### src/rtl/fsp_pkg.sv
package fsp_pkg;
   // index of each input in the synchroniser bank
   localparam int unsigned SIG_SCLK = 0;
   localparam int unsigned SIG_FS   = 1;
   localparam int unsigned SIG_CS   = 2;
   localparam int unsigned SIG_DIN  = 3;
   localparam int unsigned SIG_WIDE = 4;
   localparam int unsigned SIG_N    = 5;
   // idle levels seen by the bank at reset: chip select and sync high
   localparam logic [SIG_N-1:0] SYNC_INIT = 5'b00110;
endpackage

### src/rtl/fsp_sync_edge.sv
module fsp_sync_edge #(
   parameter int unsigned N      = 5,
   parameter int unsigned STAGES = 2,
   parameter logic [N-1:0] INIT  = '0
)(
   input  logic         clk,
   input  logic         rst_n,
   input  logic [N-1:0] raw_i,
   output logic [N-1:0] lvl_o,
   output logic [N-1:0] rise_o,
   output logic [N-1:0] fall_o
);
   if (STAGES < 2) begin : g_bad_stages
      $error("fsp_sync_edge: STAGES must be at least 2");
   end

   for (genvar g = 0; g < N; g++) begin : g_bit
      logic [STAGES-1:0] chain_q;
      logic              prev_q;
      always_ff @(posedge clk or negedge rst_n) begin
         if (!rst_n) begin
            chain_q <= {STAGES{INIT[g]}};
            prev_q  <= INIT[g];
         end else begin
            chain_q <= {chain_q[STAGES-2:0], raw_i[g]};
            prev_q  <= chain_q[STAGES-1];
         end
      end
      assign lvl_o[g]  = chain_q[STAGES-1];
      assign rise_o[g] = chain_q[STAGES-1] & ~prev_q;
      assign fall_o[g] = ~chain_q[STAGES-1] & prev_q;
   end
endmodule

### src/rtl/fsp_cmd_capture.sv
module fsp_cmd_capture #(
   parameter int unsigned CMD_W   = 8,
   parameter int unsigned CHAN_W  = 3,
   parameter int unsigned CHAN_AT = 3,
   parameter int unsigned IDX_W   = 6
)(
   input  logic              clk,
   input  logic              rst_n,
   input  logic              restart_i,
   input  logic              shutdown_i,
   input  logic              bit_en_i,
   input  logic              bit_i,
   input  logic [IDX_W-1:0]  idx_i,
   output logic [CHAN_W-1:0] chan_o,
   output logic [CMD_W-1:0]  cmd_o
);
   logic [CMD_W-1:0]  sh_q;
   logic [CMD_W-1:0]  sh_nx;
   logic [CHAN_W-1:0] chan_q;
   logic [CMD_W-1:0]  cmd_q;

   assign sh_nx = {sh_q[CMD_W-2:0], bit_i};

   always_ff @(posedge clk or negedge rst_n) begin
      if (!rst_n) begin
         sh_q   <= '0;
         chan_q <= '0;
         cmd_q  <= '0;
      end else if (shutdown_i) begin
         sh_q   <= '0;
         chan_q <= '0;
         cmd_q  <= '0;
      end else if (restart_i) begin
         sh_q   <= '0;
      end else if (bit_en_i) begin
         sh_q <= sh_nx;
         if (idx_i == IDX_W'(CHAN_AT)) chan_q <= sh_nx[CHAN_AT-1 -: CHAN_W];
         if (idx_i == IDX_W'(CMD_W))   cmd_q  <= sh_nx;
      end
   end

   assign chan_o = chan_q;
   assign cmd_o  = cmd_q;
endmodule

### src/rtl/fsp_result_shift.sv
module fsp_result_shift #(
   parameter int unsigned DATA_W       = 14,
   parameter int unsigned WORD_W       = 16,
   parameter bit          LEFT_JUSTIFY = 1'b1
)(
   input  logic              clk,
   input  logic              rst_n,
   input  logic              flush_i,
   input  logic              load_i,
   input  logic [DATA_W-1:0] data_i,
   input  logic              shift_i,
   input  logic              zero_i,
   output logic              sdo_o
);
   localparam int unsigned PAD_W = WORD_W - DATA_W;

   logic [WORD_W-1:0] word;
   logic [WORD_W-1:0] sreg_q;
   logic              sdo_q;

   if (PAD_W == 0) begin : g_exact
      assign word = data_i;
   end else if (LEFT_JUSTIFY) begin : g_left
      assign word = {data_i, {PAD_W{1'b0}}};
   end else begin : g_right
      assign word = {{PAD_W{1'b0}}, data_i};
   end

   always_ff @(posedge clk or negedge rst_n) begin
      if (!rst_n) begin
         sreg_q <= '0;
         sdo_q  <= 1'b0;
      end else if (flush_i) begin
         sreg_q <= '0;
         sdo_q  <= 1'b0;
      end else if (load_i) begin
         sreg_q <= word;
      end else if (shift_i) begin
         sdo_q  <= sreg_q[WORD_W-1];
         sreg_q <= {sreg_q[WORD_W-2:0], 1'b0};
      end else if (zero_i) begin
         sdo_q  <= 1'b0;
      end
   end

   assign sdo_o = sdo_q;
endmodule

### src/rtl/fsp_port.sv
module fsp_port import fsp_pkg::*; #(
   parameter int unsigned DATA_W       = 14,
   parameter int unsigned WORD_W       = 16,
   parameter int unsigned CMD_W        = 8,
   parameter int unsigned CHAN_W       = 3,
   parameter int unsigned CHAN_AT      = 3,
   parameter int unsigned SAMPLE_RISE  = 7,
   parameter int unsigned WIDE_EXTRA   = 8,
   parameter int unsigned SYNC_STAGES  = 2,
   parameter bit          LEFT_JUSTIFY = 1'b1
)(
   input  logic              clk,
   input  logic              rst_n,
   input  logic              sclk_i,
   input  logic              fsync_i,
   input  logic              cs_n_i,
   input  logic              sdi_i,
   input  logic              wide_i,
   input  logic [DATA_W-1:0] conv_data_i,
   output logic [CHAN_W-1:0] chan_o,
   output logic [CMD_W-1:0]  cmd_o,
   output logic              acq_o,
   output logic              sample_o,
   output logic              fsync_o,
   output logic              sdo_o,
   output logic              active_o
);
   localparam int unsigned FSO_N   = SAMPLE_RISE + 1;
   localparam int unsigned FSO_W   = FSO_N + WIDE_EXTRA;
   localparam int unsigned END_N   = FSO_N + WORD_W;
   localparam int unsigned END_W   = FSO_W + WORD_W;
   localparam int unsigned CNT_MAX = END_W + 1;
   localparam int unsigned CNT_W   = $clog2(CNT_MAX + 1);

   if (WORD_W < DATA_W) begin : g_bad_word
      $error("fsp_port: WORD_W must not be below DATA_W");
   end
   if (CHAN_W > CHAN_AT || CHAN_AT > CMD_W || CMD_W < 2) begin : g_bad_cmd
      $error("fsp_port: channel field must fit inside the first command bits");
   end
   if (SAMPLE_RISE <= CHAN_AT) begin : g_bad_sample
      $error("fsp_port: sampling must follow channel selection");
   end

   // ---------------- input synchronisers ----------------
   logic [SIG_N-1:0] lvl, rise, fall;
   fsp_sync_edge #(.N(SIG_N), .STAGES(SYNC_STAGES), .INIT(SYNC_INIT)) u_sync (
      .clk    (clk),
      .rst_n  (rst_n),
      .raw_i  ({wide_i, sdi_i, cs_n_i, fsync_i, sclk_i}),
      .lvl_o  (lvl),
      .rise_o (rise),
      .fall_o (fall)
   );
   logic unused_edges;
   assign unused_edges = ^{lvl[SIG_SCLK], rise[SIG_FS], rise[SIG_DIN], fall[SIG_DIN],
                           rise[SIG_WIDE], fall[SIG_WIDE]};

   // ---------------- sequencer ----------------
   logic             dsp_q, run_q, wide_q, acq_q, fso_q, smp_q;
   logic [CNT_W-1:0] fall_cnt, rise_cnt, fall_nx, rise_nx;
   logic [CNT_W-1:0] smp_at, fso_at, end_at;
   logic             shut, start, tick_f, tick_r, sample_evt, in_win;

   assign shut    = rise[SIG_CS];
   assign start   = dsp_q & fall[SIG_FS] & ~lvl[SIG_CS] & ~shut;
   assign tick_f  = run_q & fall[SIG_SCLK] & ~start & ~shut;
   assign tick_r  = run_q & rise[SIG_SCLK] & ~start & ~shut;
   assign fall_nx = (fall_cnt == CNT_W'(CNT_MAX)) ? fall_cnt : fall_cnt + 1'b1;
   assign rise_nx = (rise_cnt == CNT_W'(CNT_MAX)) ? rise_cnt : rise_cnt + 1'b1;
   assign smp_at  = wide_q ? CNT_W'(SAMPLE_RISE + WIDE_EXTRA) : CNT_W'(SAMPLE_RISE);
   assign fso_at  = wide_q ? CNT_W'(FSO_W) : CNT_W'(FSO_N);
   assign end_at  = wide_q ? CNT_W'(END_W) : CNT_W'(END_N);
   assign sample_evt = tick_r & (rise_nx == smp_at);
   assign in_win     = (rise_nx > fso_at) && (rise_nx <= end_at);

   always_ff @(posedge clk or negedge rst_n) begin
      if (!rst_n) begin
         dsp_q    <= 1'b0;
         run_q    <= 1'b0;
         wide_q   <= 1'b0;
         acq_q    <= 1'b0;
         fso_q    <= 1'b0;
         smp_q    <= 1'b0;
         fall_cnt <= '0;
         rise_cnt <= '0;
      end else if (shut) begin
         dsp_q    <= 1'b0;
         run_q    <= 1'b0;
         acq_q    <= 1'b0;
         fso_q    <= 1'b0;
         smp_q    <= 1'b0;
         fall_cnt <= '0;
         rise_cnt <= '0;
      end else begin
         smp_q <= sample_evt;
         if (fall[SIG_CS]) dsp_q <= ~lvl[SIG_FS];
         if (start) begin
            run_q    <= 1'b1;
            wide_q   <= lvl[SIG_WIDE];
            acq_q    <= 1'b0;
            fso_q    <= 1'b0;
            fall_cnt <= '0;
            rise_cnt <= '0;
         end else begin
            if (tick_f) begin
               fall_cnt <= fall_nx;
               if (fall_nx == CNT_W'(CHAN_AT)) acq_q <= 1'b1;
            end
            if (tick_r) begin
               rise_cnt <= rise_nx;
               fso_q    <= (rise_nx == fso_at);
               if (sample_evt) acq_q <= 1'b0;
            end
         end
      end
   end

   // ---------------- datapath ----------------
   fsp_cmd_capture #(.CMD_W(CMD_W), .CHAN_W(CHAN_W), .CHAN_AT(CHAN_AT), .IDX_W(CNT_W)) u_cmd (
      .clk        (clk),
      .rst_n      (rst_n),
      .restart_i  (start),
      .shutdown_i (shut),
      .bit_en_i   (tick_f && (fall_nx <= CNT_W'(CMD_W))),
      .bit_i      (lvl[SIG_DIN]),
      .idx_i      (fall_nx),
      .chan_o     (chan_o),
      .cmd_o      (cmd_o)
   );

   fsp_result_shift #(.DATA_W(DATA_W), .WORD_W(WORD_W), .LEFT_JUSTIFY(LEFT_JUSTIFY)) u_out (
      .clk     (clk),
      .rst_n   (rst_n),
      .flush_i (start | shut),
      .load_i  (sample_evt),
      .data_i  (conv_data_i),
      .shift_i (tick_r & in_win),
      .zero_i  (tick_r & ~in_win),
      .sdo_o   (sdo_o)
   );

   assign acq_o    = acq_q;
   assign sample_o = smp_q;
   assign fsync_o  = fso_q;
   assign active_o = run_q & (rise_cnt <= end_at);
endmodule

### config.mk
export PLATFORM = sky130hd
export DESIGN_NAME = fsp_port
export DESIGN_NICKNAME = d
export VERILOG_FILES = /design/src/rtl/fsp_pkg.sv /design/src/rtl/fsp_sync_edge.sv /design/src/rtl/fsp_cmd_capture.sv /design/src/rtl/fsp_result_shift.sv /design/src/rtl/fsp_port.sv
export SDC_FILE = /design/constraint.sdc
export NUM_CORES = 1
export LEC_CHECK = 0
export ABC_AREA = 0
export BUFFER_PORTS_ARGS = -buffer_cell sky130_fd_sc_hd__buf_2
export CORE_MARGIN = 2
export CORE_UTILIZATION = 53
export CTS_CLUSTER_SIZE = 8
export DETAILED_ROUTE_END_ITERATION = 8
export PLACE_DENSITY = 0.83
export SLEW_MARGIN = 20
export SYNTH_ARGS = -nofsm -noshare
export SYNTH_HDL_FRONTEND = slang
export SYNTH_HIERARCHICAL = 1
export SYNTH_SLANG_ARGS = --single-unit
### constraint.sdc
create_clock -name clk -period 2.5 [get_ports clk]
set_input_delay 0.625 -clock clk [delete_from_list [all_inputs] [get_ports clk]]
set_output_delay 0.625 -clock clk [all_outputs]
set_load 0.03 [all_outputs]
# Yosys cells after proc, flatten, opt, wreduce, memory -nomap -nowiden
# Index checks and enable logic that the tools add are counted.
[word_totals]
output_inout_bits = 16
ff_bits = 66
[op_classes]
n_lt_le_gt_ge = 4
muxes = 43
addsub = 2
n_reduce_logical = 16
eq_ne = 8
n_bitwise = 27
[op_table]
columns = ["operator", "count"]
rows = [
  ["6-bit 2-to-1 mux", 9],
  ["16-bit 2-to-1 mux", 3],
  ["8-bit 2-to-1 mux", 4],
  ["7-bit 2-to-1 mux", 3],
  ["1-bit AND", 18],
  ["1-bit 2-to-1 mux", 18],
  ["3-bit nonzero test", 5],
  ["6-bit by 1-bit adder with 6-bit output (second input constant)", 2],
  ["6-bit == test (second input constant)", 2],
  ["6-bit less-or-equal comparator", 2],
  ["3-bit 2-to-1 mux", 4],
  ["2-bit nonzero test", 5],
  ["1-bit NOT", 8],
  ["6-bit by 2-bit == test with 1-bit output (second input constant)", 1],
  ["6-bit by 4-bit == test with 1-bit output", 1],
  ["6-bit by 4-bit == test with 1-bit output (second input constant)", 1],
  ["6-bit by 5-bit == test with 1-bit output", 1],
  ["6-bit by 5-bit > comparator with 1-bit output", 1],
  ["6-bit by 4-bit less-or-equal comparator with 1-bit output (second input constant)", 1],
  ["3-bit AND reduction", 2],
  ["5-bit 2-to-1 mux", 1],
  ["4-bit 2-to-1 mux", 1],
  ["2-bit AND reduction", 2],
  ["1-bit logical AND", 2],
  ["other kinds (3)", 3],
]

# Logic depth before layout (Yosys ltp)
# Gate-level depths: netlist (run 1).
[logic_depth]
word_depth = 13
depth_mapped = 12
ltp_nobuf = 10

# By module
# Netlist (run 1), hierarchy kept.
[modules_own_cells]
columns = ["module", "area_each_um2", "n_inst", "cells_each", "seq_area_each_um2"]
rows = [
  ["fsp_port", 1373.8, 1, 152, 450.4],
  ["fsp_cmd_capture", 838.3, 1, 80, 450.4],
  ["fsp_result_shift", 778.2, 1, 67, 375.4],
  ["fsp_sync_edge", 508.0, 1, 30, 382.9],
]

# Least setup slack after synthesis (run 1)
# No wires, ideal clock.
[synth_timing]
path_kind = "register to register"
startpoint = "register u_sync.g_bit[1].chain_q[1]"
endpoint = "register u_out.sdo_q (netlist: u_out/sdo_o)"
path_buffers = 2
stages_incl_launch_ff = 10
path_slack_ns = -0.239
setup_time_ns = 0.122
arrival_ns = 2.618
period_less_slack_ns = 2.739
cell_sequence = "dfstp_2 > and2b_2 > nand3b_1 > nor2b_1 > buf_2 > nand3_1 > nor4_1 > clkbuf_2 > nor2_1 > a32o_1"
[synth_lines]
columns = ["item", "line", "rtl"]
rows = [
  ["from (decl)", "fsp_sync_edge.sv:18", "logic [STAGES-1:0] chain_q;"],
  ["from (signal assigned)", "fsp_sync_edge.sv:22", "chain_q <= {STAGES{INIT[g]}};"],
  ["from (signal assigned)", "fsp_sync_edge.sv:25", "chain_q <= {chain_q[STAGES-2:0], raw_i[g]};"],
  ["1-bit NOT", "fsp_sync_edge.sv:31", "assign fall_o[g] = ~chain_q[STAGES-1] & prev_q;"],
  ["1-bit AND", "fsp_sync_edge.sv:31", ""],
  ["via fall[1]", "fsp_port.sv:46", "logic [SIG_N-1:0] lvl, rise, fall;"],
  ["1-bit AND (3 in a row)", "fsp_port.sv:66", "assign start = dsp_q & fall[SIG_FS] & ~lvl[SIG_CS] & ~shut;"],
  ["1-bit NOT", "fsp_port.sv:68", "assign tick_r = run_q & rise[SIG_SCLK] & ~start & ~shut;"],
  ["1-bit AND (2 in a row)", "fsp_port.sv:68", ""],
  ["1-bit AND", "fsp_port.sv:74", "assign sample_evt = tick_r & (rise_nx == smp_at);"],
  ["via sample_evt", "fsp_port.sv:63", "logic shut, start, tick_f, tick_r, sample_evt, in_win;"],
  ["2-bit by 1-bit != test with 1-bit output (no line)", "--", ""],
  ["2-bit AND reduction (no line)", "--", ""],
  ["to (signal assigned)", "fsp_result_shift.sv:39", "sdo_q <= sreg_q[WORD_W-1];"],
  ["to (decl)", "fsp_result_shift.sv:19", "logic sdo_q;"],
]
# The timed path passes the listed nets, and every way through them passes these cells. The select of a mux whose other input is x is not followed.
# A chain may end at the register's enable or synchronous reset.

# Worst setup path in the final report (run 1)
[layout_timing]
startpoint = "register rise_cnt[5]"
endpoint = "register u_out.sreg_q[7]"
[layout_via]
elab_chain_len = 6
[layout_rtl]
columns = ["item", "line", "rtl"]
rows = [
  ["from (decl)", "fsp_port.sv:61", "logic [CNT_W-1:0] fall_cnt, rise_cnt, fall_nx, rise_nx;"],
  ["from (signal assigned)", "fsp_port.sv:111", "rise_cnt <= rise_nx;"],
  ["6-bit by 1-bit adder with 6-bit output or 6-bit == test (tied branches)", "fsp_port.sv:70", "assign rise_nx = (rise_cnt == CNT_W'(CNT_MAX)) ? rise_cnt : rise_cnt + 1'b1;"],
  ["6-bit 2-to-1 mux (*)", "fsp_port.sv:70", ""],
  ["6-bit by 5-bit > comparator with 1-bit output, or another cell as far along", "fsp_port.sv:75", "assign in_win = (rise_nx > fso_at) && (rise_nx <= end_at);"],
  ["1-bit logical AND or 1-bit AND (tied branches)", "fsp_port.sv:75, fsp_port.sv:74", ""],
  ["1-bit AND or 16-bit 2-to-1 mux (tied branches)", "fsp_port.sv:138, fsp_result_shift.sv:36", ""],
  ["3-bit nonzero test (no line) or 16-bit 2-to-1 mux (tied branches)", "--", ""],
  ["to (signal assigned)", "fsp_result_shift.sv:37", "sreg_q <= word;"],
  ["to (signal assigned)", "fsp_result_shift.sv:40", "sreg_q <= {sreg_q[WORD_W-2:0], 1'b0};"],
  ["to (decl)", "fsp_result_shift.sv:18", "logic [WORD_W-1:0] sreg_q;"],
]
# Mark *: on every way between the ends. The rest lies on a longest branch, timed or not.

==> metrics.yaml, run 1 <==
outcome:
  status: "finished with violations"
  violations: "setup timing"
sta:
  max_freq_mhz: 382
  worst_pin_slew_ns: 0.540
  fin_ws_ns: -0.119
  max_slew_margin_pct: 63.7
  report.final.hold_viol_count: 0
  slew_viol_final: 0
  fin_crit_sh_pct: 105
  post-route-min-period_ns: 2.62
  setup_viol: 15
  finClkSkew_ns: 0.00920
  rsz0062_at_grt: "yes"
critical_path:
  cp-endpoint: "u_out/sreg_q[7]"
  arrival_ns: 2.84
  r2r-end: "u_out/sreg_q[7]"
  worst-endpoint-required_ns: 2.72
  crit_chain: "nor4bb_4 > nand4_1 > a2111oi_4 > o22ai_2 > nor2_4 > buf_12 > mux2i_2 > a211oi_2"
  cpPeakStageDelay_ns: 0.52
  cp_max_fo: 8
  critPathLaunchType: "flip-flop"
  worst_path_max_delay_cell: "dfrtp_1"
  worst-r2r-cell-count: 8
  path_class: "reg2reg"
  crit_start: "rise_cnt[5]"
  end_kind: "flip-flop"
  r2r_start: "rise_cnt[5]"
  rrSetupSlack_ns: -0.12
detailed_routing:
  drc_errors: 0
  wl_per_cell_um: 17.9
  drtIter0Drc: 167
  vias: 2767
  postRouteAntennaNets: 0
  viasPerCell: 5.91
  routed_wl_mm: 8.37
  dr.pass1.iters: 4
clock_network:
  clock-root-buffer: "clkbuf_8"
  cts-buffers-inserted: 9
  clkTransAtPathRegs_ns: 0.07
  cts.sinks: 64
  clock_latency_ns: 0.35
  tritoncts: "done"
  htreeDepth: 3
  cts.path.max_buffers: 2
floorplan:
  die_w_um: 84.1
  io_pins: 37
  start_util_pct: 54.1
  rows: 29
  die_y_um: 84.1
  core_sq_mm: 0.00628
  dieArea_sq_mm: 0.00707
final_layout:
  areaGrowthSynthToFinish_pct: 28.5
  drive_gt1_share_pct: 39.1
  diodes: 0
  fin_nets: 424
  fillers: 431
power:
  internal_power_uw: 1670
  switching_share_pct: 25.4
  combPwrFrac_pct: 13.0
  p_leak_uw: 0.00189
  power.total_uw: 2240
  peakVddDrop_mv: 0.401
  power_frac_seq_pct: 48.4
  power-per-cell-area_mw_per_mm2: 514
  clock_power_share_pct: 38.5
  p_switching_uw: 570
job:
  maxCapViolCount: 0
yosys:
  synth_nets: 359
  netlist_instances: 321
  synth_area_sq_mm: 0.00340
  synth-warning-count: 6
  synth.avg_cell_area_sq_um: 10.6
grt:
  grt-ovfl-total: 0
  grt_pass1_vias: 2646
  gr-usage-all-layers_pct: 22.5
  grt_max_degree: 42
  grt_pass1_wl_mm: 12.5
  antenna_found_initial: 0
placement:
  pre_cts_ws_ns: -0.148
  io_buffers: 36
  gp_congestion: 0.905
  place_hpwl_mm: 5.09
worst_hold_path:
  min_path_type: "in2async"
power groups by stage:
stage | combinational [uW] | sequential [uW] | clock [uW]
final | 292 | 1090 | 865
after detailed placement | 207 | 1100 | 0
after global placement | 198 | 1100 | 0
after floorplan | 131 | 1090 | 0
after global routing | 315 | 1090 | 929
after CTS | 243 | 1080 | 880
registers in the layout, indices dropped and copies added, names as in the netlist:
signal,count
sample_o,1
u_sync/g_bit.chain_q,10
fsync_o,1
u_out/sreg_q,14
acq_o,1
u_out/sdo_o,1
wide_q,1
fall_cnt,6
dsp_q,1
u_sync/g_bit.prev_q,3
run_q,1
u_cmd/chan_o,3
u_cmd/sh_q,7
rise_cnt,6
u_cmd/cmd_o,8
worst max-delay path, delay by kind of cell (launching register included):
| kind | cells | cell delay (ns) |
|---|---|---|
| flip-flops | 1 | 0.52 |
| buffers and inverters | 1 | 0.16 |
| AO/OA/AOI/OAI | 3 | 0.70 |
| AND/OR/NAND/NOR | 3 | 0.89 |
| multiplexers | 1 | 0.23 |
metrics by stage:
step           cell area (sq um)  hold WS, ns  setup TNS [ns]  instances  utilization, %
6_report                    4360        0.252           -1.34        468            69.5
5_1_grt                     4360        0.289           -2.56        468            69.5
4_1_cts                     4110        0.257               0        459            65.5
3_5_place_dp                3810        0.335           -1.56        439            60.7
3_3_place_gp                3810        0.334        -0.00218        439            60.7
2_1_floorplan               3440        0.329               0        321               -
layer usage:
layer  vias to the layer above  share of wire [%]  track usage, %
met4                         0                2.7            11.1
met1                      1359                 43            29.1
met2                        99                 49            34.8
li1                       1279                  -               -
met3                        30                5.2            5.93
met5                         -                  0               0
worst min path at each step:
stage,endpoint
2_1_floorplan,acq_o
3_3_place_gp,u_sync/g_bit[3].chain_q[1]
3_5_place_dp,u_sync/g_bit[0].chain_q[1]
4_1_cts,fall_cnt[1]
5_1_grt,fall_cnt[1]
6_report,u_cmd/cmd_o[4]
area by class of cell:
type	instances	area, sq um	share of cell area, %
repair buffers	74	529	12.1
flip-flops and latches	64	1620	37.0
multi-input cells	226	1890	43.3
clock buffers	12	145	3.33
well taps	77	96.3	2.21
clock inverters	4	45.0	1.03
inverters	11	41.3	0.946
what timing repair did:
action	CTS	global route
gates cloned	0	2
endpoints found under the hold margin	0	0
setup buffers	4	7
setup endpoints to repair	20	28
resized for setup	15	42
pin swaps	6	22
hold buffers	0	0
cells in the final DEF (no fill, tap or decap), drive strengths merged, types with 6 or more instances in the layout:
| cell | count |
|---|---|
| a21oi | 17 |
| buf | 73 |
| ha | 17 |
| nand3 | 11 |
| inv | 11 |
| nand4 | 12 |
| mux2i | 22 |
| nor2 | 20 |
| dfstp | 6 |
| nor2b | 16 |
| o21ai | 19 |
| a211oi | 14 |
| xnor2 | 9 |
| clkbuf | 13 |
| dfrtp | 58 |
| nand2 | 16 |
Power figures use the tool's default switching activity.
==> run 2: changes to the inputs <==
- CELL_PAD_IN_SITES_DETAIL_PLACEMENT: default -> 0
- CELL_PAD_IN_SITES_GLOBAL_PLACEMENT: default -> 1
- CORE_UTILIZATION: 53 -> 42
==> run 2 against run 1 <==
The flow still finishes with violations (setup timing). Critical endpoint is now u_out/sreg_q[13]. Clock power decreased by 6.0%. Largest cell class unchanged. Total power decreased by 4.4%. Cell count increased by 5.8%. Largest power group unchanged. Worst setup slack improved by 0.12 ns.
==> metrics.yaml, run 2 (synthesis results as in run 1) <==
clock_network:
  cts.path.max_buffers: 2  # unchanged
  clock-root-buffer: "clkbuf_8"  # unchanged
  cts.sinks: 64  # unchanged
  hold_buffers: 0  # unchanged
  clkTransAtPathRegs_ns: 0.07  # about the same
  cts-buffers-inserted: 9  # unchanged
  htreeDepth: 3  # unchanged
  tritoncts: "done"  # unchanged
  clock_latency_ns: 0.35  # about the same
critical_path:
  critPathLaunchType: "flip-flop"  # unchanged
  r2r-end: "u_out/sreg_q[13]"  # was u_out/sreg_q[7]
  arrival_ns: 2.72  # was 2.84 ns
  path_class: "reg2reg"  # unchanged
  rrSetupSlack_ns: -0.001  # was -0.12 ns
  worst-endpoint-required_ns: 2.72  # about the same
  r2r_start: "rise_cnt[0]"  # was rise_cnt[5]
  worst-r2r-cell-count: 10  # was 8
  crit_start: "rise_cnt[0]"  # was rise_cnt[5]
  end_kind: "flip-flop"  # unchanged
  cp_max_fo: 16  # was 8
sta:
  report.final.hold_viol_count: 0  # unchanged
  rsz0062_at_grt: "yes"  # unchanged
  max_slew_margin_pct: 61.6  # was 63.7%
  fin_crit_sh_pct: 100  # was 105%
  worst_pin_slew_ns: 0.576  # was 0.540 ns
  setup_viol: 2  # was 15
  post-route-min-period_ns: 2.50  # was 2.62 ns
  slew_viol_final: 0  # unchanged
  max_freq_mhz: 400  # was 382 MHz
  fin_setup_tns_ns: -0.00164  # was -1.34 ns
  finClkSkew_ns: 0.00899  # was 0.00920 ns
  fin_ws_ns: -0.00117  # was -0.119 ns
detailed_routing:
  drc_errors: 0  # unchanged
  viasPerCell: 5.20  # was 5.91
  vias: 2573  # was 2,767
  postRouteAntennaNets: 0  # unchanged
  routed_wl_mm: 7.39  # was 8.37 mm
  wl_per_cell_um: 14.9  # was 17.9 um
  drtIter0Drc: 112  # was 167
  dr.pass1.iters: 4  # unchanged
placement:
  pre_cts_ws_ns: -0.101  # was -0.148 ns
  gp_congestion: 0.874  # was 0.905
  io_buffers: 36  # unchanged
  place_hpwl_mm: 5.08  # was 5.09 mm
grt:
  grtUsageMet3_pct: 5.06  # was 5.93%
  busiest_layer: "met2"  # unchanged
  gr-usage-all-layers_pct: 18.4  # was 22.5%
  grt_max_degree: 25  # was 42
  antenna_found_initial: 0  # unchanged
  use_met1_pct: 24.6  # was 29.1%
  grt_pass1_vias: 2613  # was 2,646
  grt_pass1_wl_mm: 12.6  # was 12.5 mm
  use_met2_pct: 28.5  # was 34.8%
  grt-ovfl-total: 0  # unchanged
outcome:
  status: "finished with violations"  # unchanged
  violations: "setup timing"  # unchanged
power:
  power-per-cell-area_mw_per_mm2: 497  # was 514 mW/mm^2
  peakVddDrop_mv: 0.335  # was 0.401 mV
  p_leak_uw: 0.00188  # was 0.00189 uW
final_layout:
  final_common_cell: "dfrtp_1"  # unchanged
  final_cell_mix: "56 x dfrtp_1, 35 x buf_2, 34 x buf_4, 20 x mux2i_1, 19 x nor2_1"  # was 53 x dfrtp_1, 35 x buf_2, 31 x buf_4, 19 x nor2_1, 19 x mux2i_1
  drive_gt1_share_pct: 35.9  # was 39.1%
  areaGrowthSynthToFinish_pct: 27.0  # was 28.5%
  fin_nets: 426  # was 424
  top_register: "u_out/sreg_q"  # unchanged
  largest_reg_flops: 14  # unchanged
  diodes: 0  # unchanged
floorplan:
  die_y_um: 93.9  # was 84.1 um
  dieArea_sq_mm: 0.00882  # was 0.00707 sq mm
  die_w_um: 93.9  # was 84.1 um
  io_pins: 37  # unchanged
  rows: 32  # was 29
  core_sq_mm: 0.00777  # was 0.00628 sq mm
  start_util_pct: 43.7  # was 54.1%
job:
  maxCapViolCount: 0  # unchanged
worst_hold_path:
  min_path_type: "in2async"  # unchanged
run 2: cell count changes in the layout (fill, tap and decap cells not counted), moves of 3 or more:
cell | before | now
nor2b_1 | 13 | 16
a21oi_2 | 3 | 0
a21oi_1 | 14 | 17
dfrtp_1 | 53 | 56
dfrtp_2 | 5 | 2
buf_4 | 31 | 34
run 2: final cells by class:
cell class | instances | area, sq um
Clock buffer | 12 | 155
Clock inverter | 4 | 28.8
Fill cell | 706 | 3450
Inverter | 11 | 43.8
Multi-Input combinational cell | 226 | 1830
Sequential cell | 64 | 1610
Tap cell | 102 | 128
Timing Repair Buffer | 76 | 518
run 2: worst max-delay path by stage:
stage,depth (start not counted),slack [ns],endpoint
after floorplan,11,0.02,u_out/sdo_o
after global placement,9,-0.02,u_out/sreg_q[15]
after detailed placement,11,-0.10,u_out/sreg_q[2]
after CTS,10,-0.001,u_out/sreg_q[9]
after global routing,10,-0.16,u_out/sreg_q[8]
final,10,-0.001,u_out/sreg_q[13]
run 2: through the flow:
step	hold WS (ns)	instance area, sq um	utilization [%]	cells	total power [uW]
2_1_floorplan	0.329	3440	-	321	1220
3_3_place_gp	0.335	3870	49.8	470	1300
3_5_place_dp	0.336	3870	49.8	470	1310
4_1_cts	0.270	4090	52.7	488	2140
5_1_grt	0.282	4320	55.6	495	2260
6_report	0.273	4320	55.6	495	2140
run 2: power breakdown:
| part | switching (uW) | internal (uW) |
|---|---|---|
| logic | 140 | 108 |
| clock network | 400 | 414 |
| registers | 21.8 | 1060 |
| total | 562 | 1580 |
run 2: timing repair:
| action | 4_1_cts | 5_1_grt |
|---|---|---|
| resized for setup | 6 | 36 |
| endpoints found under the setup margin | 23 | 32 |
| cloned | 0 | 1 |
| pin swaps | 1 | 16 |
| setup buffers | 2 | 6 |
run 2: worst max-delay path, stage by stage (launching register included):
cell and delay [ns]:
dfrtp_2 0.44, buf_6 0.14, nand3_1 0.13, xnor2_2 0.23, ha_4 0.24, or3b_4 0.42
nor4_4 0.21, buf_4 0.18, buf_6 0.15, nor2b_1 0.18, a211oi_2 0.06
run 2: per-layer routing:
layer	part of all wire, %	up-vias
met1	47	1230
li1	-	1281
met4	1.6	0
met5	0	-
met2	47	52
met3	3.6	10
==> run 3: changes to the inputs <==
- CORE_UTILIZATION: 42 -> 50
- PLACE_DENSITY: 0.83 -> 0.92
- clock period: 2.5 -> 3 ns (I/O delays scaled with it)
==> run 3 against run 2 <==
The run now ends clean. Combinational power shrank 36%. Sequential power fell by 16%. Worst setup slack better by 0.22 ns. Register-to-register slack better by 0.22 ns. Sequential cell count is the same. Critical path depth increased by 1. Cell count down 11%. Cell area shrank 9.6%. Largest power group is now clock.
==> metrics.yaml, run 3 (synthesis results as in run 1) <==
detailed_routing:
  drc_errors: 0  # unchanged
  vias: 2470  # was 2,573
  viasPerCell: 5.58  # was 5.20
  postRouteAntennaNets: 0  # unchanged
  drtIter0Drc: 161  # was 112
  dr.pass1.iters: 4  # unchanged
  wl_per_cell_um: 15.0  # was 14.9 um
  routed_wl_mm: 6.63  # was 7.39 mm
final_layout:
  final_cell_mix: "58 x dfrtp_1, 36 x buf_2, 22 x mux2i_1, 20 x nor2_1"  # was 56 x dfrtp_1, 35 x buf_2, 34 x buf_4, 20 x mux2i_1, 19 x nor2_1
  stdcell_area_sq_mm: 0.00390  # was 0.00432 sq mm
  drive_gt1_share_pct: 23.4  # was 35.9%
  top_register: "u_out/sreg_q"  # unchanged
  fin_nets: 396  # was 426
  final_common_cell: "dfrtp_1"  # unchanged
  largest_reg_flops: 14  # unchanged
  diodes: 0  # unchanged
  areaGrowthSynthToFinish_pct: 14.9  # was 27.0%
clock_network:
  cts.path.max_buffers: 2  # unchanged
  cts.sinks: 64  # unchanged
  htreeDepth: 3  # unchanged
  tritoncts: "done"  # unchanged
  clock-root-buffer: "clkbuf_8"  # unchanged
  clkTransAtPathRegs_ns: 0.07  # about the same
  cts-buffers-inserted: 9  # unchanged
  clock_latency_ns: 0.35  # about the same
  cts_setup_buffers: 0  # was 2
  hold_buffers: 0  # unchanged
  cts_resized: 0  # was 6
sta:
  max_freq_mhz: 359  # was 400 MHz
  setup_viol: 0  # was 2
  report.final.hold_viol_count: 0  # unchanged
  max_slew_margin_pct: 47.4  # was 61.6%
  worst_pin_slew_ns: 0.788  # was 0.576 ns
  fin_setup_tns_ns: 0  # was -0.00164 ns
  slew_viol_final: 0  # unchanged
  fin_crit_sh_pct: 92.7  # was 100%
  post-route-min-period_ns: 2.78  # was 2.50 ns
  finClkSkew_ns: 0.00906  # was 0.00899 ns
placement:
  gp_congestion: 0.812  # was 0.874
  dpl_cell_area_sq_mm: 0.00364  # was 0.00387 sq mm
  place_hpwl_mm: 4.53  # was 5.08 mm
  io_buffers: 36  # unchanged
grt:
  gr-usage-all-layers_pct: 19.1  # was 18.4%
  grt-ovfl-total: 0  # unchanged
  grt_pass1_vias: 2342  # was 2,613
  antenna_found_initial: 0  # unchanged
  grt_pass1_wl_mm: 11.2  # was 12.6 mm
  grt_max_degree: 65  # was 25
floorplan:
  io_pins: 37  # unchanged
  die_w_um: 86.4  # was 93.9 um
  start_util_pct: 50.8  # was 43.7%
  core_sq_mm: 0.00668  # was 0.00777 sq mm
  rows: 30  # was 32
  die_y_um: 86.4  # was 93.9 um
  dieArea_sq_mm: 0.00747  # was 0.00882 sq mm
power:
  power_frac_seq_pct: 45.8  # was 50.5%
  peakVddDrop_mv: 0.254  # was 0.335 mV
  p_switching_uw: 469  # was 562 uW
  combPwrFrac_pct: 8.1  # was 11.6%
  power-per-cell-area_mw_per_mm2: 504  # was 497 mW/mm^2
  internal_power_uw: 1500  # was 1580 uW
  clock_power_share_pct: 46.1  # was 37.9%
  p_leak_uw: 0.00173  # was 0.00188 uW
  switching_share_pct: 23.8  # was 26.2%
worst_hold_path:
  min_path_type: "reg2reg"  # was in2async
  holdPathEnd: "u_sync/g_bit[4].chain_q[1]"
  hp-start: "u_sync/g_bit[4].chain_q[0]"
  holdPathStages: 0
critical_path:
  rrSetupSlack_ns: 0.22  # was -0.001 ns
  critPathLaunchType: "flip-flop"  # unchanged
  cp_max_fo: 16  # unchanged
  end_kind: "flip-flop"  # unchanged
  arrival_ns: 2.99  # was 2.72 ns
  path_class: "reg2reg"  # unchanged
  worst-endpoint-required_ns: 3.21  # was 2.72 ns
  r2r-end: "u_out/sreg_q[11]"  # was u_out/sreg_q[13]
  worst-r2r-cell-count: 11  # was 10
  r2r_start: "rise_cnt[4]"  # was rise_cnt[0]
job:
  maxCapViolCount: 0  # unchanged
outcome:
  status: "finished, final reports clean"  # was finished with violations
## run 3: cell count changes in the layout (fill, tap and decap cells not counted), sizes merged
cell / previous run / this run
buf: 76 / 46
bufinv: 0 / 3
clkbuf: 12 / 9
clkinv: 2 / 1
inv: 11 / 12
## run 3: area by class of cell
| class | count | area (sq um) |
|---|---|---|
| clock buffer | 9 | 124 |
| clock inverter | 7 | 119 |
| fill | 587 | 2780 |
| inverter | 11 | 41.3 |
| multi-input combinational | 226 | 1640 |
| sequential | 64 | 1610 |
| tap | 80 | 100 |
| timing repair buffer | 46 | 268 |
## run 3: worst max-delay path by stage
| stage | from | end | slack [ns] | cells after the start |
|---|---|---|---|---|
| 5_1_grt | rise_cnt[4] | u_out/sreg_q[13] | -0.0003 | 11 |
| 6_report | rise_cnt[4] | u_out/sreg_q[11] | 0.22 | 11 |
| 3_5_place_dp | rise_cnt[4] | u_out/sreg_q[11] | 0.18 | 11 |
| 3_3_place_gp | rise_cnt[0] | u_out/sreg_q[2] | 0.19 | 11 |
| 4_1_cts | rise_cnt[4] | u_out/sreg_q[11] | 0.15 | 11 |
| 2_1_floorplan | u_sync/g_bit[1].chain_q[1] | u_out/sdo_o | 0.27 | 9 |
## run 3: power groups by stage
stage          clock network (uW)  registers, uW  logic, uW
2_1_floorplan                   0            911        109
3_3_place_gp                    0            917        156
3_5_place_dp                    0            918        160
4_1_cts                       924            901        161
5_1_grt                       968            904        181
6_report                      907            902        159
## run 3: metal layers
layer	track usage, %	up-vias	wire (um)
li1	-	1223	-
met5	0	-	0
met1	26.6	1184	3130
met3	5.71	8	303
met4	6.39	0	85
met2	28.7	55	3120
## run 3: through the flow
stage | hold slack [ns] | instances | setup slack, ns | power, uW | util [%]
global placement | 0.334 | 427 | 0.190 | 1070 | 54.6
detailed placement | 0.336 | 427 | 0.185 | 1080 | 54.6
CTS | 0.348 | 443 | 0.145 | 1990 | 58.2
global route | 0.355 | 443 | -0.000322 | 2050 | 58.4
finish | 0.346 | 443 | 0.218 | 1970 | 58.4
floorplan | 0.331 | 321 | 0.269 | 1020 | -
## run 3: worst max-delay path: stages, from the launching register on
cell	delay (ns)
dfrtp_1	0.50
and3_1	0.21
nand3_1	0.12
xnor2_2	0.22
ha_1	0.32
nand2_1	0.07
a2111oi_2	0.33
o22ai_1	0.15
nor2_1	0.21
buf_12	0.20
mux2i_1	0.22
a211oi_1	0.10
